--- config.mk ---
export PLATFORM = sky130hd
export DESIGN_NAME = sdram_dq_timing
export DESIGN_NICKNAME = d
export VERILOG_FILES = /design/src/rtl/sdq_pkg.sv /design/src/rtl/sdq_rd_burst.sv /design/src/rtl/sdq_lat_pipe.sv /design/src/rtl/sdq_mask_pipe.sv /design/src/rtl/sdq_wr_path.sv /design/src/rtl/sdram_dq_timing.sv
export SDC_FILE = /design/constraint.sdc
export NUM_CORES = 1
export LEC_CHECK = 0
export BUFFER_PORTS_ARGS = -buffer_cell sky130_fd_sc_hd__buf_2
export CAP_MARGIN = 20
export CELL_PAD_IN_SITES_DETAIL_PLACEMENT = 1
export CELL_PAD_IN_SITES_GLOBAL_PLACEMENT = 1
export CORE_UTILIZATION = 36
export DETAILED_ROUTE_END_ITERATION = 8
export PLACE_DENSITY = 0.84
export SLEW_MARGIN = 20
export SYNTH_ARGS = -nofsm -noshare
export SYNTH_HDL_FRONTEND = slang
export SYNTH_HIERARCHICAL = 1
export SYNTH_SLANG_ARGS = --single-unit
--- constraint.sdc ---
create_clock -name clk -period 2.02 [get_ports clk]
set_input_delay 0.404 -clock clk [delete_from_list [all_inputs] [get_ports clk]]
set_output_delay 0.404 -clock clk [all_outputs]
set_load 0.01 [all_outputs]
--- src/rtl/sdq_pkg.sv ---
package sdq_pkg;
   localparam int unsigned RD_MASK_LAT = 2;

   function automatic logic cl_in_range(input int unsigned v,
                                        input int unsigned lo,
                                        input int unsigned hi);
      return (v >= lo) && (v <= hi);
   endfunction
endpackage

--- src/rtl/sdq_rd_burst.sv ---
module sdq_rd_burst #(
   parameter int unsigned BURST_LEN = 4
) (
   input  logic clk,
   input  logic rst_n,
   input  logic rd_cmd,
   input  logic term_cmd,
   output logic beat,
   output logic burst_busy
);
   localparam int unsigned CNT_W = (BURST_LEN > 1) ? $clog2(BURST_LEN) : 1;
   localparam logic [CNT_W-1:0] RELOAD = CNT_W'(BURST_LEN - 1);

   generate
      if (BURST_LEN < 1) begin : g_bad_len
         $error("BURST_LEN must be at least 1");
      end
   endgenerate

   logic [CNT_W-1:0] left_q;

   assign burst_busy = (left_q != '0);
   assign beat       = rd_cmd | (burst_busy & ~term_cmd);

   always_ff @(posedge clk or negedge rst_n) begin
      if (!rst_n)          left_q <= '0;
      else if (rd_cmd)     left_q <= RELOAD;
      else if (term_cmd)   left_q <= '0;
      else if (burst_busy) left_q <= left_q - CNT_W'(1);
   end
endmodule

--- src/rtl/sdq_lat_pipe.sv ---
module sdq_lat_pipe #(
   parameter int unsigned CL_MIN = 2,
   parameter int unsigned CL_MAX = 3,
   parameter int unsigned CL_W   = 2
) (
   input  logic            clk,
   input  logic            rst_n,
   input  logic            beat,
   input  logic            burst_busy,
   input  logic [CL_W-1:0] cl_set,
   output logic            capture,
   output logic            pipe_busy,
   output logic [CL_W-1:0] cl_eff
);
   generate
      if (CL_MIN < 1 || CL_MAX < CL_MIN || CL_MAX >= (1 << CL_W)) begin : g_bad_cl
         $error("CAS latency range does not fit CL_W");
      end
   endgenerate

   logic [CL_MAX-1:0] stage_q, stage_d;
   logic [CL_W-1:0]   cl_q, cl_next;

   always_comb begin
      cl_next = cl_q;
      if (!burst_busy && !pipe_busy &&
          sdq_pkg::cl_in_range(32'(cl_set), CL_MIN, CL_MAX))
         cl_next = cl_set;
   end

   // a beat enters at the stage that leaves exactly CL edges to capture
   genvar k;
   generate
      for (k = 0; k < CL_MAX; k++) begin : g_stage
         logic ins_here;
         assign ins_here = beat && (32'(cl_next) == (CL_MAX - k));
         if (k == 0) begin : g_head
            assign stage_d[k] = ins_here;
         end else begin : g_body
            assign stage_d[k] = ins_here | stage_q[k-1];
         end
      end
   endgenerate

   always_ff @(posedge clk or negedge rst_n) begin
      if (!rst_n) begin
         stage_q <= '0;
         cl_q    <= CL_W'(CL_MAX);
      end else begin
         stage_q <= stage_d;
         cl_q    <= cl_next;
      end
   end

   assign capture   = stage_q[CL_MAX-1];
   assign pipe_busy = |stage_q;
   assign cl_eff    = cl_q;
endmodule

--- src/rtl/sdq_mask_pipe.sv ---
module sdq_mask_pipe #(
   parameter int unsigned LANES = 4,
   parameter int unsigned DEPTH = sdq_pkg::RD_MASK_LAT
) (
   input  logic             clk,
   input  logic             rst_n,
   input  logic [LANES-1:0] mask_in,
   output logic [LANES-1:0] mask_late
);
   generate
      if (DEPTH < 1) begin : g_bad_depth
         $error("mask pipe DEPTH must be at least 1");
      end
   endgenerate

   genvar l;
   generate
      for (l = 0; l < LANES; l++) begin : g_lane
         logic [DEPTH-1:0] sr_q;
         if (DEPTH == 1) begin : g_one
            always_ff @(posedge clk or negedge rst_n) begin
               if (!rst_n) sr_q <= '0;
               else        sr_q <= mask_in[l];
            end
         end else begin : g_many
            always_ff @(posedge clk or negedge rst_n) begin
               if (!rst_n) sr_q <= '0;
               else        sr_q <= {sr_q[DEPTH-2:0], mask_in[l]};
            end
         end
         assign mask_late[l] = sr_q[DEPTH-1];
      end
   endgenerate
endmodule

--- src/rtl/sdq_wr_path.sv ---
module sdq_wr_path #(
   parameter int unsigned LANES  = 4,
   parameter int unsigned LANE_W = 8
) (
   input  logic                    clk,
   input  logic                    rst_n,
   input  logic                    wr_ok,
   input  logic [LANES-1:0]        mask_in,
   input  logic [LANES*LANE_W-1:0] wr_data,
   output logic [LANES-1:0]        dq_oe,
   output logic [LANES*LANE_W-1:0] dq_out,
   output logic [LANES-1:0]        dqm_out
);
   genvar l;
   generate
      for (l = 0; l < LANES; l++) begin : g_lane
         logic              oe_q, m_q;
         logic [LANE_W-1:0] d_q;
         always_ff @(posedge clk or negedge rst_n) begin
            if (!rst_n) begin
               oe_q <= 1'b0;
               d_q  <= '0;
               m_q  <= 1'b0;
            end else begin
               oe_q <= wr_ok & ~mask_in[l];
               d_q  <= (wr_ok & ~mask_in[l]) ? wr_data[l*LANE_W +: LANE_W] : '0;
               m_q  <= mask_in[l];
            end
         end
         assign dq_oe[l]                  = oe_q;
         assign dq_out[l*LANE_W +: LANE_W] = d_q;
         assign dqm_out[l]                = m_q;
      end
   endgenerate
endmodule

--- src/rtl/sdram_dq_timing.sv ---
module sdram_dq_timing #(
   parameter int unsigned LANES     = 4,
   parameter int unsigned LANE_W    = 8,
   parameter int unsigned BURST_LEN = 4,
   parameter int unsigned CL_MIN    = 2,
   parameter int unsigned CL_MAX    = 3,
   parameter int unsigned CL_W      = 2
) (
   input  logic                    clk,
   input  logic                    rst_n,
   input  logic                    rd_cmd,
   input  logic                    term_cmd,
   input  logic                    wr_cmd,
   input  logic [CL_W-1:0]         cl_set,
   input  logic [LANES-1:0]        mask_in,
   input  logic [LANES*LANE_W-1:0] wr_data,
   input  logic [LANES*LANE_W-1:0] dq_in,
   output logic [LANES*LANE_W-1:0] rd_data,
   output logic                    rd_valid,
   output logic [LANES-1:0]        rd_lane_valid,
   output logic [LANES-1:0]        dqm_out,
   output logic [LANES*LANE_W-1:0] dq_out,
   output logic [LANES-1:0]        dq_oe
);
   localparam int unsigned DW = LANES * LANE_W;

   generate
      if (LANES < 1 || LANE_W < 1) begin : g_bad_bus
         $error("LANES and LANE_W must be positive");
      end
   endgenerate

   logic            beat, burst_busy, capture, pipe_busy, rd_busy, wr_ok;
   logic [CL_W-1:0]  cl_eff;
   logic [LANES-1:0] mask_late;

   sdq_rd_burst #(.BURST_LEN(BURST_LEN)) u_burst (
      .clk(clk), .rst_n(rst_n), .rd_cmd(rd_cmd), .term_cmd(term_cmd),
      .beat(beat), .burst_busy(burst_busy));

   sdq_lat_pipe #(.CL_MIN(CL_MIN), .CL_MAX(CL_MAX), .CL_W(CL_W)) u_lat (
      .clk(clk), .rst_n(rst_n), .beat(beat), .burst_busy(burst_busy),
      .cl_set(cl_set), .capture(capture), .pipe_busy(pipe_busy),
      .cl_eff(cl_eff));

   sdq_mask_pipe #(.LANES(LANES), .DEPTH(sdq_pkg::RD_MASK_LAT)) u_mask (
      .clk(clk), .rst_n(rst_n), .mask_in(mask_in), .mask_late(mask_late));

   assign rd_busy = burst_busy | pipe_busy;
   assign wr_ok   = wr_cmd & ~rd_cmd & ~rd_busy;

   sdq_wr_path #(.LANES(LANES), .LANE_W(LANE_W)) u_wr (
      .clk(clk), .rst_n(rst_n), .wr_ok(wr_ok), .mask_in(mask_in),
      .wr_data(wr_data), .dq_oe(dq_oe), .dq_out(dq_out), .dqm_out(dqm_out));

   always_ff @(posedge clk or negedge rst_n) begin
      if (!rst_n) rd_valid <= 1'b0;
      else        rd_valid <= capture;
   end

   genvar l;
   generate
      for (l = 0; l < LANES; l++) begin : g_cap
         logic              lv_q;
         logic [LANE_W-1:0] ld_q;
         always_ff @(posedge clk or negedge rst_n) begin
            if (!rst_n) begin
               lv_q <= 1'b0;
               ld_q <= '0;
            end else begin
               lv_q <= capture & ~mask_late[l];
               ld_q <= (capture & ~mask_late[l]) ? dq_in[l*LANE_W +: LANE_W] : '0;
            end
         end
         assign rd_lane_valid[l]           = lv_q;
         assign rd_data[l*LANE_W +: LANE_W] = ld_q;
      end
   endgenerate

   logic [DW-1:0] unused_width_probe;
   assign unused_width_probe = '0;
endmodule

==> summary.md, run 1 <==
| Metric | Value |
|---|---|
| Die Y | `98.0 µm` |
| Overall Power | `3.51 mW` |
| # port buffers | `151` |
| Worst-Margin Slew | `0.572 ns` |
| RSZ-0062 raised after global routing | `false` |
| GRT Overall Usage | `17.4%` |
| Util after Layout | `49.0%` |
| Arr. time, crit path | `1.91 ns` |
| DRT Pass-1 Iters | `6` |
| Skew-Pair Late Insertion Delay | `0.36 ns` |
| Post-CTS Hold Buffers | `0` |
| First-pass GRT wire length | `12.6 mm` |
| Placement Cell Area | `4120 µm²` |
| Clock sinks | `92` |
| Synth Cell Area | `3320 µm²` |
| Synth cell types | `20` |
| Final setup violation count | `0` |
| Finished Cell Area | `4320 µm²` |
| Top post-synthesis cells by area | `dfrtp_1 68%, and3b_2 15%, and3b_1 3.7%, buf_4 3.6%, nor2b_1 2.1%` |
| Failing checks | `DRC` |
| Number of max-cap violations | `0` |
| Vias per cell | `4.68` |
| CTS tree | `built` |
| Core Box Area | `8810 µm²` |
| CTS resizes | `0` |
| Via count | `2212` |
| Top-count cell post-synth | `dfrtp_1` |
| Dpl cells | `456` |
| Minimum clock period | `1.62 ns` |
| Die ar. | `9600 µm²` |
| Ys async rst share | `100%` |
| Critical path class | `flop to flop` |
| #FFs+latches synth | `92` |
| Row cnt | `34` |
| Worst slew margin | `61.5%` |
| Main synth FF type | `dfrtp_1` |
| CTS clk-pin slew, worst paths | `0.10 ns` |
| GPL Wtd Cong | `0.711` |
| Count of pins over their slew limit | `0` |
| Synth top cells by count | `90 x dfrtp_1, 50 x and3b_2, 16 x buf_4` |
| DRT Wirelength | `7.79 mm` |
| Final setup TNS | `0 ns` |
| CP required | `2.31 ns` |
| Longest Clk Path Bufs | `2` |
| Largest net degree at the start of global routing | `39` |
| Status | `finished, violations left` |
| Initial antenna violation count | `1` |
| Hpwl dp | `5.94 mm` |
| Setup slack, reg-to-reg | `0.40 ns` |
| Iter 0 DRT Violations | `51` |
| Worst vdd rail ir drop | `349 µV` |
| Clk Tree Root Cell | `clkbuf_8` |
| Grt ovf | `0` |
| Initial core utilization | `37.7%` |
| Leak | `2.60 nW` |
| Post-synthesis sequential area ratio | `69.5%` |
| EDFF count, synth | `0` |
| Largest area contributor in the netlist | `dfrtp_1` |
| PwrDens | `813 nW/µm²` |
| Part of the cycle the worst path needs | `80.3%` |
| Share of layout cells above drive strength 1 | `62.9%` |
| Area grow syn2layout | `30.2%` |
| DRC | `16` |
| WL per Instance | `16.5 µm` |
| IO Count | `152` |
| Kind of end point of the critical path | `flop` |
| Critical-path maximum fanout | `20` |
| Cts bufs inserted | `9` |
| Post-layout nets | `435` |
| Routed Antenna Nets | `0` |
| Final std cells w/o fill | `473` |
| Die W | `98.0 µm` |
| Top cell type's share of synthesized area | `67.9%` |
| Net Count, Synth | `289` |
| Fin. Hold Viols | `0` |
| # Post-CTS Setup Buffers | `0` |
| H-tree depth | `3` |
| Startpoint types | `flop` |
| Synth warn | `6` |
| Hold Crit Class | `input pin to asynchronous set/reset pin` |
| Number of global-route vias before repair | `2436` |
| Fmax | `0.617 GHz` |
| Clock Skews | `0.0155 ns` |
| Mapped Cells | `213` |
| Avg Synthesized Cell Area | `15.6 µm²` |
-- path summary, 6_finish.rpt --
path | start | endpoint | depth (start not counted)
max | u_burst/left_q[1] | u_wr/g_lane[0].d_q[0] | 6
min | rst_n | g_cap[2].ld_q[3] | 1
max reg2reg | u_burst/left_q[1] | u_wr/g_lane[0].d_q[0] | 6
min reg2reg | u_mask/g_lane[2].sr_q[0] | u_mask/g_lane[2].sr_q[1] | 0
max in group asynchronous | rst_n | u_mask/g_lane[1].sr_q[1] | 2
min in group clk | term_cmd | u_burst/left_q[1] | 2
-- layout make-up --
type | count | area, µm²
antenna | 1 | 2.50
clock inverter | 6 | 65.1
clock buffer | 10 | 128
multi-input combinational | 91 | 837
timing repair buffer | 157 | 816
sequential | 92 | 2300
tap | 108 | 135
inverter | 8 | 30.0
fill | 920 | 4490
-- worst max-delay path, cell delays in order, from the launching register on --
cell,delay [ns]
dfrtp_1,0.41
inv_1,0.07
ha_1,0.23
inv_1,0.09
nor4b_2,0.28
buf_4,0.27
and3b_2,0.21
-- sequential cells by signal, indices dropped and copies added, names as in the netlist --
register	cells
u_wr/g_lane.oe_q	4
u_lat/cl_eff	2
g_cap.ld_q	32
u_wr/g_lane.d_q	32
g_cap.lv_q	4
u_mask/g_lane.sr_q	8
rd_valid	1
u_lat/stage_q	3
u_wr/g_lane.m_q	4
u_burst/left_q	2
-- metal layers --
metal / share of wire, % / vias to the layer above / wire length, µm / GRT usage, %
met5: 0 / - / 0 / 0
li1: - / 996 / - / -
met3: 9.5 / 14 / 738 / 6.16
met2: 49 / 117 / 3780 / 28.7
met1: 40 / 1085 / 3100 / 20.6
met4: 2.2 / 0 / 172 / 7.46
-- power breakdown --
group	switching, mW	internal [mW]
Clock	0.644	0.575
Combinational	0.175	0.165
Sequential	0.0384	1.91
-- placed cells by master, fill, tap and decap left out, types with 6 or more instances in the layout --
| cell type | instances |
|---|---|
| and3b_2 | 50 |
| dfrtp_1 | 90 |
| clkbuf_8 | 9 |
| nor2b_1 | 11 |
| buf_4 | 6 |
| and3b_1 | 14 |
| buf_2 | 150 |
| inv_1 | 8 |
-- cells by family (layout without fill, tap and decap cells) --
logic type	after synthesis	after routing	synth area share, %
DFF	92	92	69.5
and+or+nand+nor	81	81	22.2
buffers and inverters	30	181	5.43
AOI/OAI and AO/OA	6	6	1.62
muxes	2	2	0.604
adders and majority gates	1	1	0.377
xor gates and xnor gates	1	1	0.264
other	0	1	0
-- through the flow --
step	hold slack, ns	worst slack [ns]
2_1_floorplan	0.108	0.169
3_3_place_gp	0.334	0.514
3_5_place_dp	0.344	0.433
4_1_cts	0.00453	0.378
5_1_grt	0.0176	0.238
6_report	0.00251	0.398
Note: power is estimated with default switching activity, not from simulation.
==> run 2: changes to the inputs <==
clock period = 1.7 ns   (was 2.02 ns; I/O delays follow)
==> run 2 against run 1 <==
Effect of this change:
- the run still ends with DRC left
- non-clock buffer count grew 1
- hold slack gained 0.20 ns
- core utilization is 0.70 points higher
- first-iteration DRC count decreased by 25%
- largest power group unchanged
- die area unchanged
- count of clock-buffer cells in the layout down 1
- wire length decreased by 2.2%
==> summary.md, run 2 (synthesized netlist as in run 1, its figures left out) <==
| Metric | Value |
|---|---|
| Status | `finished, violations left` |
| Failing checks | `DRC` |
| Share of layout cells above drive strength 1 | `63.3%` |
| Hold Crit Class | `input pin to flop` |
| Row cnt | `34` |
| DRT Pass-1 Iters | `6` |
| Number of global-route vias before repair | `2337` |
| Leak | `2.62 nW` |
| Skew-Pair Late Insertion Delay | `0.35 ns` |
| WL per Instance | `16.1 µm` |
| IO Count | `152` |
| Worst-Margin Slew | `0.292 ns` |
| # port buffers | `151` |
| Die Y | `98.0 µm` |
| Finished Cell Area | `4380 µm²` |
| Clk Tree Root Cell | `clkbuf_8` |
| Critical path's largest stage delay | `0.41 ns` |
| Die ar. | `9600 µm²` |
| Clock sinks | `92` |
| PwrDens | `992 nW/µm²` |
| First-pass GRT wire length | `12.1 mm` |
| Clock Skews | `0.0162 ns` |
| Final setup violation count | `0` |
| Largest net degree at the start of global routing | `45` |
| WP buf/inv | `2` |
| Placement Cell Area | `4140 µm²` |
| Combinational power share | `9.5%` |
| CTS tree | `built` |
| Hpwl dp | `5.64 mm` |
| Startpoint types | `flop` |
| Critical-path maximum fanout | `36` |
| Arr. time, crit path | `1.84 ns` |
| CP top delay family | `simple AND/OR/NAND/NOR gates` |
| Most frequent cells in the layout | `150 x buf_2, 90 x dfrtp_1, 50 x and3b_2` |
| Area grow syn2layout | `32.1%` |
| CP cell instances | `nor3_4 > inv_1 > nor4b_4 > buf_12 > and3b_2` |
| Post-layout nets | `436` |
| Sw frac | `23.8%` |
| Fin. Hold Viols | `0` |
| Longest Clk Path Bufs | `2` |
| Minimum clock period | `1.56 ns` |
| Top Registers | `g_cap.ld_q (32), u_wr/g_lane.d_q (32), u_mask/g_lane.sr_q (8)` |
| Cts bufs inserted | `9` |
| Antenna cells | `0` |
| CTS clk-pin slew, worst paths | `0.10 ns` |
| Part of the cycle the worst path needs | `91.8%` |
| Cell at the slowest stage of the critical path | `dfrtp_1` |
| Number of max-cap violations | `0` |
| Worst vdd rail ir drop | `434 µV` |
| Via count | `2210` |
| Iter 0 DRT Violations | `38` |
| Initial antenna violation count | `0` |
| Share of total power in the clock network | `37.1%` |
| Worst slew margin | `80.5%` |
| DRT Wirelength | `7.62 mm` |
| NetSw | `1.03 mW` |
| Sequential power share | `53.4%` |
| Util after Layout | `49.7%` |
| CP required | `1.98 ns` |
| Final setup TNS | `0 ns` |
| Critical path class | `flop to flop` |
| Die W | `98.0 µm` |
| Core Box Area | `8810 µm²` |
| H-tree depth | `3` |
| GRT Overall Usage | `16.5%` |
| Fmax | `0.641 GHz` |
| Initial core utilization | `37.7%` |
| Design internal power | `3.31 mW` |
| Count of pins over their slew limit | `0` |
| Grt ovf | `0` |
| Vias per cell | `4.67` |
| Routed Antenna Nets | `0` |
| RSZ-0062 raised after global routing | `false` |
| DRC | `17` |
| GPL Wtd Cong | `0.675` |
| Kind of end point of the critical path | `flop` |
| Most common cell after layout, fill and taps aside | `buf_2` |
-- run 2: cell types whose count changed in the layout (fill, tap and decap cells not counted) --
cell,delta
bufinv_16,+1
ha_1,-1
dlygate4sd3_1,+1
buf_4,-1
clkinv_4,+1
clkbuf_1,-1
ha_2,+1
clkinv_2,-1
nor4b_2,-1
diode_2,-1
nor4b_4,+1
buf_12,+1
-- run 2: path summary, 6_finish.rpt --
path,from,to,slack (ns),cells after the start
min,mask_in[3],u_wr/g_lane[3].m_q,0.20,1
max reg2reg,u_lat/stage_q[0],u_wr/g_lane[1].d_q[7],0.14,5
min in group asynchronous,rst_n,u_wr/g_lane[0].d_q[7],0.44,2
min reg2reg,u_mask/g_lane[0].sr_q[0],u_mask/g_lane[0].sr_q[1],0.36,0
max in group asynchronous,rst_n,u_mask/g_lane[2].sr_q[1],0.74,3
max,u_lat/stage_q[0],u_wr/g_lane[1].d_q[7],0.14,5
-- run 2: worst reg2reg max path: stages, from the launching register on --
cell and delay (ns):
dfrtp_1 0.41, nor3_4 0.23, inv_1 0.10, nor4b_4 0.32, buf_12 0.21, and3b_2 0.22
-- run 2: routing by layer --
metal | wire (µm) | GRT usage (%) | up-vias
met5 | 0 | 0 | -
met4 | 65 | 5.59 | 0
met3 | 832 | 6.87 | 7
met2 | 3500 | 25.4 | 122
met1 | 3220 | 20.9 | 1089
li1 | - | - | 992
-- run 2: power by group through the flow --
| stage | Clock (mW) | Sequential (mW) | Combinational, mW |
|---|---|---|---|
| 3_5_place_dp | 0 | 2.37 | 0.417 |
| 4_1_cts | 1.66 | 2.32 | 0.421 |
| 5_1_grt | 1.76 | 2.33 | 0.454 |
| 3_3_place_gp | 0 | 2.36 | 0.399 |
| 2_1_floorplan | 0 | 2.38 | 0.169 |
| 6_report | 1.61 | 2.32 | 0.413 |
-- run 2: area by class of cell --
class,instances,area (µm²)
Fill cell,928,4430
Multi-Input combinational cell,91,848
Tap cell,108,135
Inverter,8,30.0
Clock inverter,7,98.8
Timing Repair Buffer,158,838
Clock buffer,9,124
Sequential cell,92,2300
-- run 2: per-stage QoR --
stage	cells	setup slack [ns]	hold slack [ns]	power [mW]
detailed placement	456	0.140	0.247	2.78
CTS	473	0.0933	0.182	4.41
floorplan	213	0.0965	0.0444	2.55
global placement	456	0.224	0.248	2.76
finish	473	0.139	0.201	4.35
global route	473	0.0347	0.175	4.55
-- run 2: timing repair --
action                                  4_1_cts  5_1_grt
gates resized for setup                       0        1
hold buffers                                  1        0
setup buffers                                 0        0
hold endpoints to repair                     16        0
endpoints found under the setup margin        0        5
==> run 3: changes to the inputs <==
==> constraint.sdc (replaced) <==
create_clock -name clk -period 1.7 [get_ports clk]
set_input_delay 0.255 -clock clk [delete_from_list [all_inputs] [get_ports clk]]
set_output_delay 0.255 -clock clk [all_outputs]
set_load 0.01 [all_outputs]
==> run 3 against run 2 <==
Effect of this change:
- sequential share of layout area hardly changed
- combinational power hardly changed
- register-to-register slack worse by 0.02 ns
- the run still ends with DRC left
- highest routed layer unchanged
==> summary.md, run 3 (synthesized netlist as in run 1, its figures left out) <==
| Metric | Value |
|---|---|
| Critical path class | `flop to flop` |
| Reg-to-reg startpoint | `u_burst/left_q[0]` |
| Die Y | `98.0 µm` |
| Worst setup startpoint | `u_burst/left_q[0]` |
| Number of max-cap violations | `0` |
| Post-layout nets | `436` |
| DR top layer | `met4` |
| DRT Wirelength | `7.65 mm` |
| WL per Instance | `16.2 µm` |
| DRC | `16` |
| Top Registers | `g_cap.ld_q (32), u_wr/g_lane.d_q (32), u_mask/g_lane.sr_q (8)` |
| Part of the cycle the worst path needs | `92.8%` |
| Share of layout cells above drive strength 1 | `63.0%` |
| Area grow syn2layout | `32.0%` |
| Die W | `98.0 µm` |
| RSZ-0062 raised after global routing | `false` |
| Final setup TNS | `0 ns` |
| Largest net degree at the start of global routing | `41` |
| Core Box Area | `8810 µm²` |
| Cell at the slowest stage of the critical path | `dfrtp_1` |
| CP required | `1.99 ns` |
| PwrDens | `989 nW/µm²` |
| Hold Crit Class | `input pin to flop` |
| CP top delay family | `simple AND/OR/NAND/NOR gates` |
| Fin. Hold Viols | `0` |
| Critical-path maximum fanout | `36` |
| CTS clk-pin slew, worst paths | `0.09 ns` |
| Cts bufs inserted | `9` |
| Failing checks | `DRC` |
| Startpoint types | `flop` |
| Worst slew margin | `63.8%` |
| Antenna cells | `0` |
| Die ar. | `9600 µm²` |
| GPL Wtd Cong | `0.701` |
| CP cell instances | `inv_1 > ha_1 > inv_1 > nor4b_4 > buf_12 > and3b_2` |
| Count of pins over their slew limit | `0` |
| Initial antenna violation count | `0` |
| Critical path's largest stage delay | `0.40 ns` |
| Dpl cells | `456` |
| Hpwl dp | `5.59 mm` |
| Routed Antenna Nets | `0` |
| Reg2Reg Capture Point | `u_wr/g_lane[3].d_q[2]` |
| Hold Path End | `u_wr/g_lane[3].m_q` |
| Fmax | `0.634 GHz` |
| Longest Clk Path Bufs | `2` |
| WP buf/inv | `3` |
| Final std cells w/o fill | `473` |
| Metal2 WL | `3.62 mm` |
| First-pass GRT wire length | `12.5 mm` |
| HP Start | `mask_in[3]` |
| Met1 Wirelength | `3.13 mm` |
| CTS resizes | `0` |
| Vias per cell | `4.67` |
| Skew-Pair Late Insertion Delay | `0.34 ns` |
| Most used cell, CP | `inv_1` |
| Row cnt | `34` |
| Status | `finished, violations left` |
| Minimum clock period | `1.58 ns` |
| Worst-Margin Slew | `0.543 ns` |
| Via count | `2209` |
| Number of global-route vias before repair | `2456` |
| Clk Tree Root Cell | `clkbuf_8` |
| Leak | `2.61 nW` |
| IO Count | `152` |
| Clock sinks | `92` |
| Most common cell after layout, fill and taps aside | `buf_2` |
| Kind of end point of the critical path | `flop` |
| Final setup violation count | `0` |
| R2R depth | `6` |
| GRT Overall Usage | `16.9%` |
| Clock Skews | `0.00421 ns` |
| Initial core utilization | `37.7%` |
| Grt ovf | `0` |
| CTS tree | `built` |
| H-tree depth | `3` |
| Arr. time, crit path | `1.87 ns` |
| Worst vdd rail ir drop | `485 µV` |
| DRT Pass-1 Iters | `8` |
| Setup slack, reg-to-reg | `0.12 ns` |
| Most frequent cells in the layout | `150 x buf_2, 90 x dfrtp_1, 50 x and3b_2` |
| Iter 0 DRT Violations | `52` |
| Hold path cells | `1` |
| Met3 wire len | `772 µm` |
| # port buffers | `151` |
## run 3: cell types whose count changed in the layout (fill, tap and decap cells not counted)
cell	change
clkinv_2	-1
clkinv_4	-2
clkinvlp_4	+3
ha_1	+1
ha_2	-1
## run 3: area by class of cell
type                       count  area [µm²]
sequential                    92        2300
tap                          108         135
timing repair buffer         158         838
inverter                       8        30.0
multi-input combinational     91         846
clock inverter                 7        98.8
clock buffer                   9         124
fill                         946        4430
## run 3: layer usage
layer / GRT usage [%] / vias up
met5: 0 / -
met4: 6.29 / 0
met3: 5.94 / 10
met2: 27.7 / 122
met1: 20.7 / 1083
li1: - / 994
## run 3: worst reg2reg max path: cells and delay by family (launching register included)
family	cells	cell delay, ns
AND/OR/NAND/NOR	2	0.50
adder cells (fa/ha/maj)	1	0.23
buffers and inverters	3	0.39
flip-flops	1	0.40
## run 3: how the worst max path moves through the flow
stage / to / cells after the start
finish: u_wr/g_lane[3].d_q[2] / 6
global route: u_wr/g_lane[3].d_q[5] / 6
CTS: u_wr/g_lane[2].d_q[1] / 6
detailed placement: u_wr/g_lane[3].d_q[2] / 6
global placement: u_wr/g_lane[3].d_q[4] / 5
floorplan: u_wr/g_lane[1].d_q[2] / 5
## run 3: power by group
| part | total [mW] | internal [mW] | switching, mW |
|---|---|---|---|
| sequential | 2.32 | 2.28 | 0.0447 |
| clock | 1.60 | 0.832 | 0.765 |
| combinational | 0.410 | 0.200 | 0.210 |
## run 3: stage by stage
stage / utilization, % / cell area (µm²) / hold WS, ns / power, mW / setup slack [ns]
floorplan: - / 3320 / -0.0406 / 2.55 / 0.0965
global placement: 47.1 / 4140 / 0.277 / 2.76 / 0.218
detailed placement: 47.1 / 4140 / 0.288 / 2.78 / 0.108
CTS: 49.7 / 4380 / 0.107 / 4.41 / 0.0930
global route: 49.7 / 4380 / 0.103 / 4.54 / 0.000469
finish: 49.7 / 4380 / 0.122 / 4.33 / 0.123
## run 3: timing repair
action	in CTS	in global routing
hold buffers	1	0
setup buffers	0	0
endpoints found under the hold margin	35	0
